<file path="src/rtl/aes_enc_pkg.sv">
package aes_enc_pkg;

  // subframe synchronisation patterns, half-cell 0 in bit 7
  typedef enum logic [1:0] {
    PRE_X = 2'd0,
    PRE_Y = 2'd1,
    PRE_Z = 2'd2
  } pre_kind_e;

  localparam int          PRE_SLOTS  = 4;
  localparam int          TAIL_SLOTS = 4;
  localparam logic [7:0]  CRC_PRESET = 8'hFF;
  localparam logic [7:0]  CRC_POLY   = 8'h1D;

  function automatic logic [7:0] pre_cells(pre_kind_e k);
    case (k)
      PRE_Z:   return 8'b1110_1000;
      PRE_Y:   return 8'b1110_0100;
      default: return 8'b1110_0010;
    endcase
  endfunction

  // one serial step of the channel-status CRC
  function automatic logic [7:0] crc_step(logic [7:0] r, logic b);
    logic fb;
    fb = r[7] ^ b;
    return {r[6:0], 1'b0} ^ (fb ? CRC_POLY : 8'h00);
  endfunction

  // even parity across the audio word and three flags
  function automatic logic even_par(logic [31:0] v);
    return ^v;
  endfunction

endpackage

</file>
<file path="src/rtl/aes_slot_timer.sv">
module aes_slot_timer #(
  parameter int SLOTS  = 32,
  parameter int FRAMES = 192
) (
  input  logic                      clk,
  input  logic                      rst_n,
  output logic                      half,
  output logic [$clog2(SLOTS)-1:0]  slot,
  output logic                      sub_b,
  output logic [$clog2(FRAMES)-1:0] frame,
  output logic [$clog2(FRAMES)-1:0] frame_nxt,
  output logic                      sf_end
);
  localparam int SW = $clog2(SLOTS);
  localparam int FW = $clog2(FRAMES);
  localparam logic [SW-1:0] LAST_SLOT  = SW'(SLOTS - 1);
  localparam logic [FW-1:0] LAST_FRAME = FW'(FRAMES - 1);

  assign frame_nxt = (frame == LAST_FRAME) ? '0 : frame + 1'b1;
  assign sf_end    = half && (slot == LAST_SLOT);

  // reset parks the counters on the last half-cell of a B subframe of the
  // last frame, so the first cycle after release is a capture cycle
  always_ff @(posedge clk or negedge rst_n) begin
    if (!rst_n) begin
      half  <= 1'b1;
      slot  <= LAST_SLOT;
      sub_b <= 1'b1;
      frame <= LAST_FRAME;
    end else begin
      half <= ~half;
      if (half) begin
        if (slot == LAST_SLOT) begin
          slot  <= '0;
          sub_b <= ~sub_b;
          if (sub_b) frame <= frame_nxt;
        end else begin
          slot <= slot + 1'b1;
        end
      end
    end
  end

  p_frame_range_r5: assert property (@(posedge clk) disable iff (!rst_n)
    32'(frame) < FRAMES);

  p_sfend_gap_r2: assert property (@(posedge clk) disable iff (!rst_n)
    sf_end |=> !sf_end);

  p_sub_flip_r2: assert property (@(posedge clk) disable iff (!rst_n)
    sf_end |=> (sub_b != $past(sub_b)));

endmodule

</file>
<file path="src/rtl/aes_cs_crc.sv">
module aes_cs_crc
  import aes_enc_pkg::*;
#(
  parameter int FRAMES  = 192,
  parameter int CRC_LEN = 8
) (
  input  logic                      clk,
  input  logic                      rst_n,
  input  logic                      load,
  input  logic [$clog2(FRAMES)-1:0] frame_idx,
  input  logic                      c_in,
  output logic                      c_tx
);
  localparam int FW        = $clog2(FRAMES);
  localparam int CW        = $clog2(CRC_LEN);
  localparam int CRC_START = FRAMES - CRC_LEN;

  logic [7:0]    crc_q;
  logic          pro_q;
  logic [CW-1:0] crc_sel;
  logic          in_window;

  assign in_window = (frame_idx >= FW'(CRC_START));
  assign crc_sel   = CW'(frame_idx - FW'(CRC_START));

  always_ff @(posedge clk or negedge rst_n) begin
    if (!rst_n) begin
      crc_q <= CRC_PRESET;
      pro_q <= 1'b0;
      c_tx  <= 1'b0;
    end else if (load) begin
      if (frame_idx == '0) begin
        crc_q <= crc_step(CRC_PRESET, c_in);
        pro_q <= c_in;
        c_tx  <= c_in;
      end else if (!in_window) begin
        crc_q <= crc_step(crc_q, c_in);
        c_tx  <= c_in;
      end else begin
        c_tx  <= pro_q ? crc_q[crc_sel] : c_in;
      end
    end
  end

  p_cs_hold_r9: assert property (@(posedge clk) disable iff (!rst_n)
    !load |=> $stable(c_tx));

  p_crc_freeze_r10: assert property (@(posedge clk) disable iff (!rst_n)
    (load && in_window) |=> $stable(crc_q));

endmodule

</file>
<file path="src/rtl/aes_bmc_line.sv">
module aes_bmc_line #(
  parameter int SLOTS     = 32,
  parameter int PRE_SLOTS = 4
) (
  input  logic                     clk,
  input  logic                     rst_n,
  input  logic                     live,
  input  logic                     half,
  input  logic [$clog2(SLOTS)-1:0] slot,
  input  logic [2*PRE_SLOTS-1:0]   pat,
  input  logic                     dbit,
  output logic                     tx
);
  localparam int SW  = $clog2(SLOTS);
  localparam int PW  = 2 * PRE_SLOTS;
  localparam int CIW = $clog2(PW);

  logic           in_pre;
  logic           pre_first;
  logic [CIW-1:0] cidx;
  logic           base_q;
  logic           seen_q;

  assign in_pre    = (slot < SW'(PRE_SLOTS));
  assign pre_first = (slot == '0) && !half;
  assign cidx      = CIW'({slot, half});

  always_ff @(posedge clk or negedge rst_n) begin
    if (!rst_n) begin
      tx     <= 1'b0;
      base_q <= 1'b0;
      seen_q <= 1'b0;
    end else if (live) begin
      if (in_pre) begin
        if (pre_first) begin
          tx     <= pat[PW-1] ^ tx;
          base_q <= tx;
          seen_q <= 1'b1;
        end else begin
          tx <= pat[CIW'(PW - 1) - cidx] ^ base_q;
        end
      end else if (!half) begin
        tx <= ~tx;
      end else begin
        tx <= tx ^ dbit;
      end
    end
  end

  p_slot_edge_r6: assert property (@(posedge clk) disable iff (!rst_n)
    (live && !in_pre && !half) |=> (tx != $past(tx)));

  // even parity plus the even transition count of each pattern bring the
  // line back to the level it had before the previous preamble
  p_level_return_r4: assert property (@(posedge clk) disable iff (!rst_n)
    (live && seen_q && pre_first) |-> (tx == base_q));

endmodule

</file>
<file path="src/rtl/aes_frame_encoder.sv">
module aes_frame_encoder
  import aes_enc_pkg::*;
#(
  parameter int AUD_W   = 24,
  parameter int FRAMES  = 192,
  parameter int CRC_LEN = 8
) (
  input  logic             clk,
  input  logic             rst_n,
  input  logic             mono_en,
  input  logic             mono_right,
  input  logic             cs_shared,
  input  logic             cs_right_sel,
  input  logic             mute,
  input  logic [AUD_W-1:0] aud_left,
  input  logic [AUD_W-1:0] aud_right,
  input  logic             vflag_a,
  input  logic             vflag_b,
  input  logic             ubit_a,
  input  logic             ubit_b,
  input  logic             cbit_a,
  input  logic             cbit_b,
  output logic             smp_req,
  output logic             tx
);
  localparam int SLOTS = PRE_SLOTS + AUD_W + TAIL_SLOTS;
  localparam int SW    = $clog2(SLOTS);
  localparam int FW    = $clog2(FRAMES);
  localparam int AW    = $clog2(AUD_W);
  localparam logic [SW-1:0] S_AUD = SW'(PRE_SLOTS);
  localparam logic [SW-1:0] S_V   = SW'(PRE_SLOTS + AUD_W);
  localparam logic [SW-1:0] S_U   = SW'(PRE_SLOTS + AUD_W + 1);
  localparam logic [SW-1:0] S_C   = SW'(PRE_SLOTS + AUD_W + 2);

  // timing
  logic          half, sub_b, sf_end;
  logic [SW-1:0] slot;
  logic [FW-1:0] frame, frame_nxt;

  aes_slot_timer #(.SLOTS(SLOTS), .FRAMES(FRAMES)) u_timer (
    .clk       (clk),
    .rst_n     (rst_n),
    .half      (half),
    .slot      (slot),
    .sub_b     (sub_b),
    .frame     (frame),
    .frame_nxt (frame_nxt),
    .sf_end    (sf_end)
  );

  logic req_a, req_b;
  assign req_a   = sf_end && sub_b;
  assign req_b   = sf_end && !sub_b && mono_en;
  assign smp_req = req_a || req_b;

  // capture registers
  logic             live_q;
  logic [AUD_W-1:0] aud_a_q, aud_b_q;
  logic             mute_a_q, mute_b_q;
  logic             v_a_q, v_b_q, u_a_q, u_b_q;
  logic [AUD_W-1:0] mono_pick;

  assign mono_pick = mono_right ? aud_right : aud_left;

  always_ff @(posedge clk or negedge rst_n) begin
    if (!rst_n) begin
      live_q   <= 1'b0;
      aud_a_q  <= '0;
      aud_b_q  <= '0;
      mute_a_q <= 1'b0;
      mute_b_q <= 1'b0;
      v_a_q    <= 1'b0;
      v_b_q    <= 1'b0;
      u_a_q    <= 1'b0;
      u_b_q    <= 1'b0;
    end else begin
      live_q <= 1'b1;
      if (req_a) begin
        aud_a_q  <= mono_en ? mono_pick : aud_left;
        mute_a_q <= mute;
        if (!mono_en) begin
          aud_b_q  <= aud_right;
          mute_b_q <= mute;
        end
        v_a_q <= vflag_a;
        v_b_q <= vflag_b;
        u_a_q <= ubit_a;
        u_b_q <= ubit_b;
      end else if (req_b) begin
        aud_b_q  <= mono_pick;
        mute_b_q <= mute;
      end
    end
  end

  // channel-status sourcing and CRC, one unit per subframe
  logic       cs_pick;
  logic [1:0] c_eff, c_tx;

  assign cs_pick = cs_right_sel ? cbit_b : cbit_a;

  for (genvar ch = 0; ch < 2; ch++) begin : g_cs
    assign c_eff[ch] = cs_shared ? cs_pick : ((ch == 0) ? cbit_a : cbit_b);

    aes_cs_crc #(.FRAMES(FRAMES), .CRC_LEN(CRC_LEN)) u_crc (
      .clk       (clk),
      .rst_n     (rst_n),
      .load      (req_a),
      .frame_idx (frame_nxt),
      .c_in      (c_eff[ch]),
      .c_tx      (c_tx[ch])
    );
  end

  // subframe assembly
  logic [AUD_W-1:0] aud_cur;
  logic             mute_cur, v_cur, u_cur, c_cur, p_cur;
  logic             aud_slot;
  logic [AW-1:0]    aidx;
  logic             dbit;
  pre_kind_e        pre_kind;
  logic [7:0]       pat;

  assign mute_cur = sub_b ? mute_b_q : mute_a_q;
  assign aud_cur  = mute_cur ? '0 : (sub_b ? aud_b_q : aud_a_q);
  assign v_cur    = sub_b ? v_b_q : v_a_q;
  assign u_cur    = sub_b ? u_b_q : u_a_q;
  assign c_cur    = sub_b ? c_tx[1] : c_tx[0];
  assign p_cur    = even_par(32'({c_cur, u_cur, v_cur, aud_cur}));
  assign aud_slot = (slot >= S_AUD) && (slot < S_V);
  assign aidx     = AW'(slot - S_AUD);

  always_comb begin
    if (aud_slot)         dbit = aud_cur[aidx];
    else if (slot == S_V) dbit = v_cur;
    else if (slot == S_U) dbit = u_cur;
    else if (slot == S_C) dbit = c_cur;
    else                  dbit = p_cur;
  end

  assign pre_kind = sub_b ? PRE_Y : ((frame == '0) ? PRE_Z : PRE_X);
  assign pat      = pre_cells(pre_kind);

  aes_bmc_line #(.SLOTS(SLOTS), .PRE_SLOTS(PRE_SLOTS)) u_line (
    .clk   (clk),
    .rst_n (rst_n),
    .live  (live_q),
    .half  (half),
    .slot  (slot),
    .pat   (pat),
    .dbit  (dbit),
    .tx    (tx)
  );

  p_mute_zero_r11: assert property (@(posedge clk) disable iff (!rst_n)
    (live_q && aud_slot && mute_cur) |-> !dbit);

  p_stereo_req_r7: assert property (@(posedge clk) disable iff (!rst_n)
    (!mono_en && smp_req) |-> sub_b);

endmodule

</file>
<file path="config.mk">
export PLATFORM = sky130hd
export DESIGN_NAME = aes_frame_encoder
export DESIGN_NICKNAME = d
export VERILOG_FILES = /design/src/rtl/aes_enc_pkg.sv /design/src/rtl/aes_slot_timer.sv /design/src/rtl/aes_cs_crc.sv /design/src/rtl/aes_bmc_line.sv /design/src/rtl/aes_frame_encoder.sv
export SDC_FILE = /design/constraint.sdc
export NUM_CORES = 1
export LEC_CHECK = 0
export CAP_MARGIN = 20
export CORE_UTILIZATION = 33
export DETAILED_ROUTE_END_ITERATION = 6
export DONT_BUFFER_PORTS = 1
export PLACE_DENSITY_LB_ADDON = 0.3
export SYNTH_ARGS = -nofsm -noshare
export SYNTH_HDL_FRONTEND = slang
export SYNTH_HIERARCHICAL = 1
export SYNTH_SLANG_ARGS = --single-unit
</file>
<file path="constraint.sdc">
create_clock -name clk -period 3.03 [get_ports clk]
set_input_delay 0.303 -clock clk [delete_from_list [all_inputs] [get_ports clk]]
set_output_delay 0.303 -clock clk [all_outputs]
set_load 0.02 [all_outputs]
</file>
==> run metrics, run 1 <==
Clk pwr share 43.3%; DP Wirelength 9.62 mm; switching share of power 22.9%; ant diodes 0; Total GRT Usage 15.2%; TritonCTS buffer count 9; Post-synth EDFFs 0; peak supply drop 0.268 mV; Layout Nets 678; xor and xnor area share after synthesis 8.76%; unrepaired setup endpoints after global routing yes; share of layout cells above drive strength 1 19.2%; # IOs 63; most used routing layer met2; WL/cell 16.4 um; Simple-Gate Fraction of Synth Area 14.2%; Post-DRT Antenna Nets 0; Worst-Skew Late Latency 0.35 ns; # setup viols final 0; Yosys warning total 6; sw power 0.000554 W; antenna violations before repair 0; Final Routed Wirelength 13.8 mm; post-synthesis compound-gate area fraction 11.4%; pwr/cell area 355 nW/um^2; maximum clock frequency 346 MHz; TritonCTS clock tree done; met3 GRT Util 3.65%; fraction of synthesized area in multiplexers 22.0%; Die ar. 19000 um^2; Seq pwr share 51.5%; Int Power 0.00186 W; clock slew at reported path FFs 0.06 ns; TritonRoute pass-1 iters 4; 1st-iter DRT viols 227; Cell variety after synth 68; Max Clock Skew 0.00737 ns; sequential-to-total area share from yosys stat 38.4%; max_cap viols 0; Tmin final 2.89 ns; synthesized area per cell 10.1 um^2; pin count of the biggest net entering global routing 93; first-pass GRT wire length 22.3 mm; top_reg_cell synth dfrtp_1; vias in the first global route 4323; main combinational cell family by area after synthesis multiplexers; Worst slew margin 42.0%; routed via count 4376; gpl congestion 0.819; status complete, no violations; met1 Usage GRT 20.7%; Area Growth Syn to Fin 11.4%; Leak Pwr 2.89 nW; core area 18000 um^2; Worst Max-Slew Pin Slew 0.867 ns; htree depth 3; kind of start point of the critical path register; Setup crit end kind register; CTS Sinks 92; part of the cycle the worst path needs 95.3%; Post-synth ARST share 100%; hold crit path type in2reg; mapped cell area 6100 um^2; fin. max-slew vios 0; final number of hold-violating endpoints 0; chip width 138 um; port bufs 0; worst-case clock buffer depth 2; final setup margin 0.141 ns; Die Ht 138 um; critical path data arrival time 3.11 ns; Crit Path Category reg2reg; Yosys reg bits 92; Via-to-Cell Ratio 5.19; initial core utilization 33.8%; Syn Inst Count 603; adder-cell area share of the yosys netlist 1.44%; Root Buffer Master clkbuf_16; WP data required 3.26 ns; DRC viols 0; grt total ovfl 0; met2 Use GR 23.6%; Power Total 0.00241 W; Placement Setup Slack 0.0947 ns; row count 49; Max FO, Critical Path 11; Gate power share 5.2%
==> cell usage after synthesis, types with 3 or more instances <==
cell / number / area share [%]
buf_4: 6 / 0.74
dfrtp_1: 62 / 25
nand2b_1: 6 / 0.62
o21a_1: 3 / 0.37
and3_1: 6 / 0.62
clkbuf_1: 12 / 0.74
o21ai_0: 41 / 3.4
a21oi_1: 35 / 2.9
nor3_1: 3 / 0.25
a311oi_1: 3 / 0.43
mux4_1: 4 / 1.7
buf_6: 3 / 0.55
xor2_1: 30 / 4.3
buf_2: 6 / 0.49
nor2_1: 42 / 2.6
xnor2_1: 31 / 4.5
inv_1: 8 / 0.49
nand2_1: 67 / 4.1
o2bb2ai_1: 3 / 0.43
ha_1: 7 / 1.4
mux2_2: 19 / 3.5
nand4_1: 7 / 0.72
nor4_4: 4 / 1.4
mux4_2: 4 / 1.5
nand3_1: 5 / 0.41
buf_1: 5 / 0.31
nand3b_1: 4 / 0.49
o22ai_1: 3 / 0.31
mux2i_1: 87 / 14
o311ai_0: 3 / 0.43
a31oi_1: 6 / 0.62
dfstp_2: 30 / 13
a22oi_1: 3 / 0.37
==> critical path, stage by stage, from the launching register on <==
cell      delay, ns
dfstp_2        0.62
buf_12         0.17
mux2i_2        0.28
xnor2_1        0.20
xnor2_2        0.16
mux2_1         0.34
or3_1          0.37
nand3_1        0.10
nand3b_1       0.11
o22ai_1        0.07
a311oi_1       0.23
o31ai_1        0.11
==> power by group through the flow <==
stage	clock, W	combinational, W	sequential [W]
4_1_cts	0.00108	0.000128	0.00124
5_1_grt	0.00113	0.000141	0.00124
6_report	0.00104	0.000125	0.00124
2_1_floorplan	0	0.0000796	0.00126
3_5_place_dp	0	0.0000966	0.00127
3_3_place_gp	0	0.0000934	0.00127
==> routing by layer <==
layer | wire [um] | up-vias
li1 | - | 2167
met1 | 6430 | 2119
met2 | 6430 | 75
met3 | 758 | 15
met4 | 193 | 0
met5 | 0 | -
==> metrics by stage <==
step,hold slack (ns),area (um^2),cells,util (%),setup TNS [ns]
2_1_floorplan,0.00741,6120,609,-,0
3_3_place_gp,0.00972,6370,821,35.3,0
3_5_place_dp,0.00961,6370,821,35.3,0
4_1_cts,0.0877,6680,838,37.0,0
5_1_grt,0.0872,6800,843,37.7,-0.0629
6_report,0.0967,6800,843,37.7,0
==> logic make-up (layout without fill, tap and decap cells) <==
kind of cell	Yosys count	in the layout
simple gates	165	166
mux	118	118
compound gates	116	116
flops	92	92
xor+xnor	61	61
buf+inv	42	46
fa+ha+maj	7	7
other cells	2	8
==> placed cells by master (no fill, tap or decap), types with 4 or more instances in the layout <==
cell type,count
nor4_4,4
nand2b_1,6
nor2_1,42
o21ai_0,41
dfstp_2,30
mux4_1,4
xnor2_1,28
inv_1,8
ha_1,7
a21oi_1,35
xor2_1,30
nand4_1,7
nand3_1,5
and3_1,6
nand3b_1,4
conb_1,8
nand2_1,67
mux2_2,19
buf_4,16
dfrtp_1,62
mux4_2,4
mux2i_2,5
mux2i_1,82
a31oi_1,6
clkbuf_16,10
==> area by class of cell <==
cell class | instances | area [um^2]
clock buffers | 11 | 243
clock inverters | 4 | 25.0
fillers | 1822 | 11200
inverters | 8 | 30.0
multi-input cells | 476 | 3630
flip-flops and latches | 92 | 2340
well taps | 229 | 287
repair buffers | 23 | 245
==> registers in the layout, summed over array words and instances, names as in the netlist, 2 cells and up <==
name,cells
g_cs.u_crc/pro_q,2
aud_b_q,24
u_timer/slot,5
aud_a_q,24
u_timer/frame,8
g_cs.u_crc/c_tx,2
g_cs.u_crc/crc_q,16
==> what timing repair did <==
action                                 in CTS  in global routing
buffers inserted                            0                  3
endpoints found under the hold margin      92                  0
gates resized for setup                     0                 14
setup endpoints to repair                   0                 10
hold buffers                                2                  0
==> path summary, 6_finish.rpt <==
check | endpoint | slack [ns] | startpoint | cells after the start
min | mute_b_q | 0.1 | mute | 1
max | u_line/tx | 0.14 | u_timer/sub_b | 11
min in group asynchronous | u_b_q | 0.53 | rst_n | 2
min reg2reg | g_cs[1].u_crc/crc_q[0] | 0.47 | g_cs[1].u_crc/crc_q[0] | 2
max reg2reg | u_line/tx | 0.14 | u_timer/sub_b | 11
max in group asynchronous | u_timer/sub_b | 2.14 | rst_n | 2
Power figures use the tool's default switching activity.
==> run 2, diff against run 1 <==
--- a/config.mk
+++ b/config.mk
@@ -7,6 +7,7 @@
 export LEC_CHECK = 0
 export CAP_MARGIN = 20
 export CORE_UTILIZATION = 33
+export CTS_BUF_LIST = sky130_fd_sc_hd__clkbuf_16
 export DETAILED_ROUTE_END_ITERATION = 6
 export DONT_BUFFER_PORTS = 1
 export PLACE_DENSITY_LB_ADDON = 0.3
==> run 2 against run 1 <==
Clock skew rose by 0.00065 ns. First-iteration DRC count down 11%. Highest routed layer unchanged. Largest cell class unchanged. Sequential share of layout area rose by 0.051 points. Register-to-register slack about the same. Utilization fell by 0.055 points. Total power down 0.92%. Hold slack got worse by 0.00063 ns.
==> run metrics, run 2 (synthesis results as in run 1) <==
status complete, no violations; Critical Path Slowest Stage Cell dfstp_2; chip width 138 um; final number of hold-violating endpoints 0; Setup crit end kind register; Leak Pwr 2.89 nW; vias in the first global route 4326; fin. max-slew vios 0; met3 GRT Util 3.44%; gpl congestion 0.819; Placement Setup Slack 0.0947 ns; pwr/cell area 352 nW/um^2; hold crit path type in2reg; grt total ovfl 0; # setup viols final 0; peak supply drop 0.267 mV; pin count of the biggest net entering global routing 93; part of the cycle the worst path needs 95.3%; Power Total 0.00239 W; most frequent cells in the layout 82 x mux2i_1, 67 x nand2_1, 62 x dfrtp_1; Worst Max-Slew Pin Slew 0.867 ns; final setup margin 0.142 ns; Max Clock Skew 0.00801 ns; Area Growth Syn to Fin 11.3%; fillers 1824; Tmin final 2.89 ns; Layout Nets 678; met1 Usage GRT 20.7%; Post-DRT Antenna Nets 0; htree depth 3; Worst R2R Start u_timer/sub_b; antenna violations before repair 0; share of layout cells above drive strength 1 19.1%; most common cell after layout, fill and taps aside mux2i_1; Via-to-Cell Ratio 5.19; critical path data arrival time 3.12 ns; Buf/Inv on CP 1; Root Buffer Master clkbuf_16; Die Ht 138 um; Crit Path Category reg2reg; maximum clock frequency 346 MHz; Worst-Skew Late Latency 0.35 ns; Regs by FF count aud_a_q: 24 flops, aud_b_q: 24 flops, g_cs.u_crc/crc_q: 16 flops; unrepaired setup endpoints after global routing yes; WP data required 3.26 ns; row count 49; Worst Setup SP u_timer/sub_b; Total GRT Usage 15.2%; ant diodes 0; worst-case clock buffer depth 2; Die ar. 19000 um^2; TritonCTS clock tree done; port bufs 0; Max stage delay on crit path 0.62 ns; Crit path max-delay family flip-flops; Max FO, Critical Path 11; max_cap viols 0; clock slew at reported path FFs 0.06 ns; 1st-iter DRT viols 203; CP cell instances buf_12 -> mux2i_2 -> xnor2_1 -> xnor2_2 -> mux2_1 -> or3_1 -> nand3_1 -> nand3b_1 -> o22ai_1 -> a311oi_1 -> o31ai_1; WL/cell 16.4 um; hold slack 0.0961 ns; CTS Sinks 92; first-pass GRT wire length 22.3 mm; initial core utilization 33.8%; Worst slew margin 42.0%; TritonCTS buffer count 9; worst hold path startpoint mute; kind of start point of the critical path register; Final Core Density 37.7%; routed via count 4371; core area 18000 um^2; # IOs 63; DP Wirelength 9.62 mm; TritonRoute pass-1 iters 6; design area 6790 um^2; cell area after placement 6370 um^2; most used routing layer met2; met2 Use GR 23.6%; DRC viols 0; Final Routed Wirelength 13.8 mm
[run 2: cell count changes in the layout (fill, tap and decap cells not counted)]
| cell | change |
|---|---|
| clkbuf_1 | -1 |
| clkbuf_8 | -1 |
| clkinv_1 | +1 |
| inv_1 | +1 |
[run 2: cell type report]
| type | instances | area [um^2] | area share (%) |
|---|---|---|---|
| inverter | 8 | 30.0 | 0.442 |
| timing repair buffer | 23 | 245 | 3.61 |
| clock inverter | 6 | 32.5 | 0.479 |
| multi-input combinational | 476 | 3630 | 53.4 |
| sequential | 92 | 2340 | 34.5 |
| clock buffer | 9 | 225 | 3.32 |
| tap | 229 | 287 | 4.22 |
[run 2: final timing paths]
| kind | end | cells after the start | slack, ns |
|---|---|---|---|
| max | u_line/tx | 11 | 0.14 |
| min | mute_b_q | 1 | 0.1 |
| max in group asynchronous | u_timer/sub_b | 2 | 2.14 |
| max reg2reg | u_line/tx | 11 | 0.14 |
| min reg2reg | g_cs[1].u_crc/crc_q[0] | 2 | 0.47 |
| min in group asynchronous | u_b_q | 2 | 0.53 |
[run 2: routing by layer]
metal	up-vias	wire length, um
met5	-	0
met4	0	196
met3	14	640
met2	68	6430
met1	2122	6520
li1	2167	-
[run 2: stage by stage]
stage	instances	TNS [ns]
finish	843	0
global route	843	-0.0626
CTS	838	0
detailed placement	821	0
global placement	821	0
floorplan	609	0
[run 2: repair_timing]
action	in CTS	in global routing
gates resized for setup	0	14
setup endpoints to repair	0	11
endpoints found under the hold margin	92	0
buffers inserted	0	3
hold buffers	2	0
[run 2: power by group]
| part | leakage (nW) | internal (W) | switching [W] |
|---|---|---|---|
| registers | 1.03 | 0.00124 | 0.00000836 |
| clock network | 0.128 | 0.000544 | 0.000478 |
| logic | 1.72 | 0.0000524 | 0.0000732 |
| total | 2.89 | 0.00183 | 0.000559 |
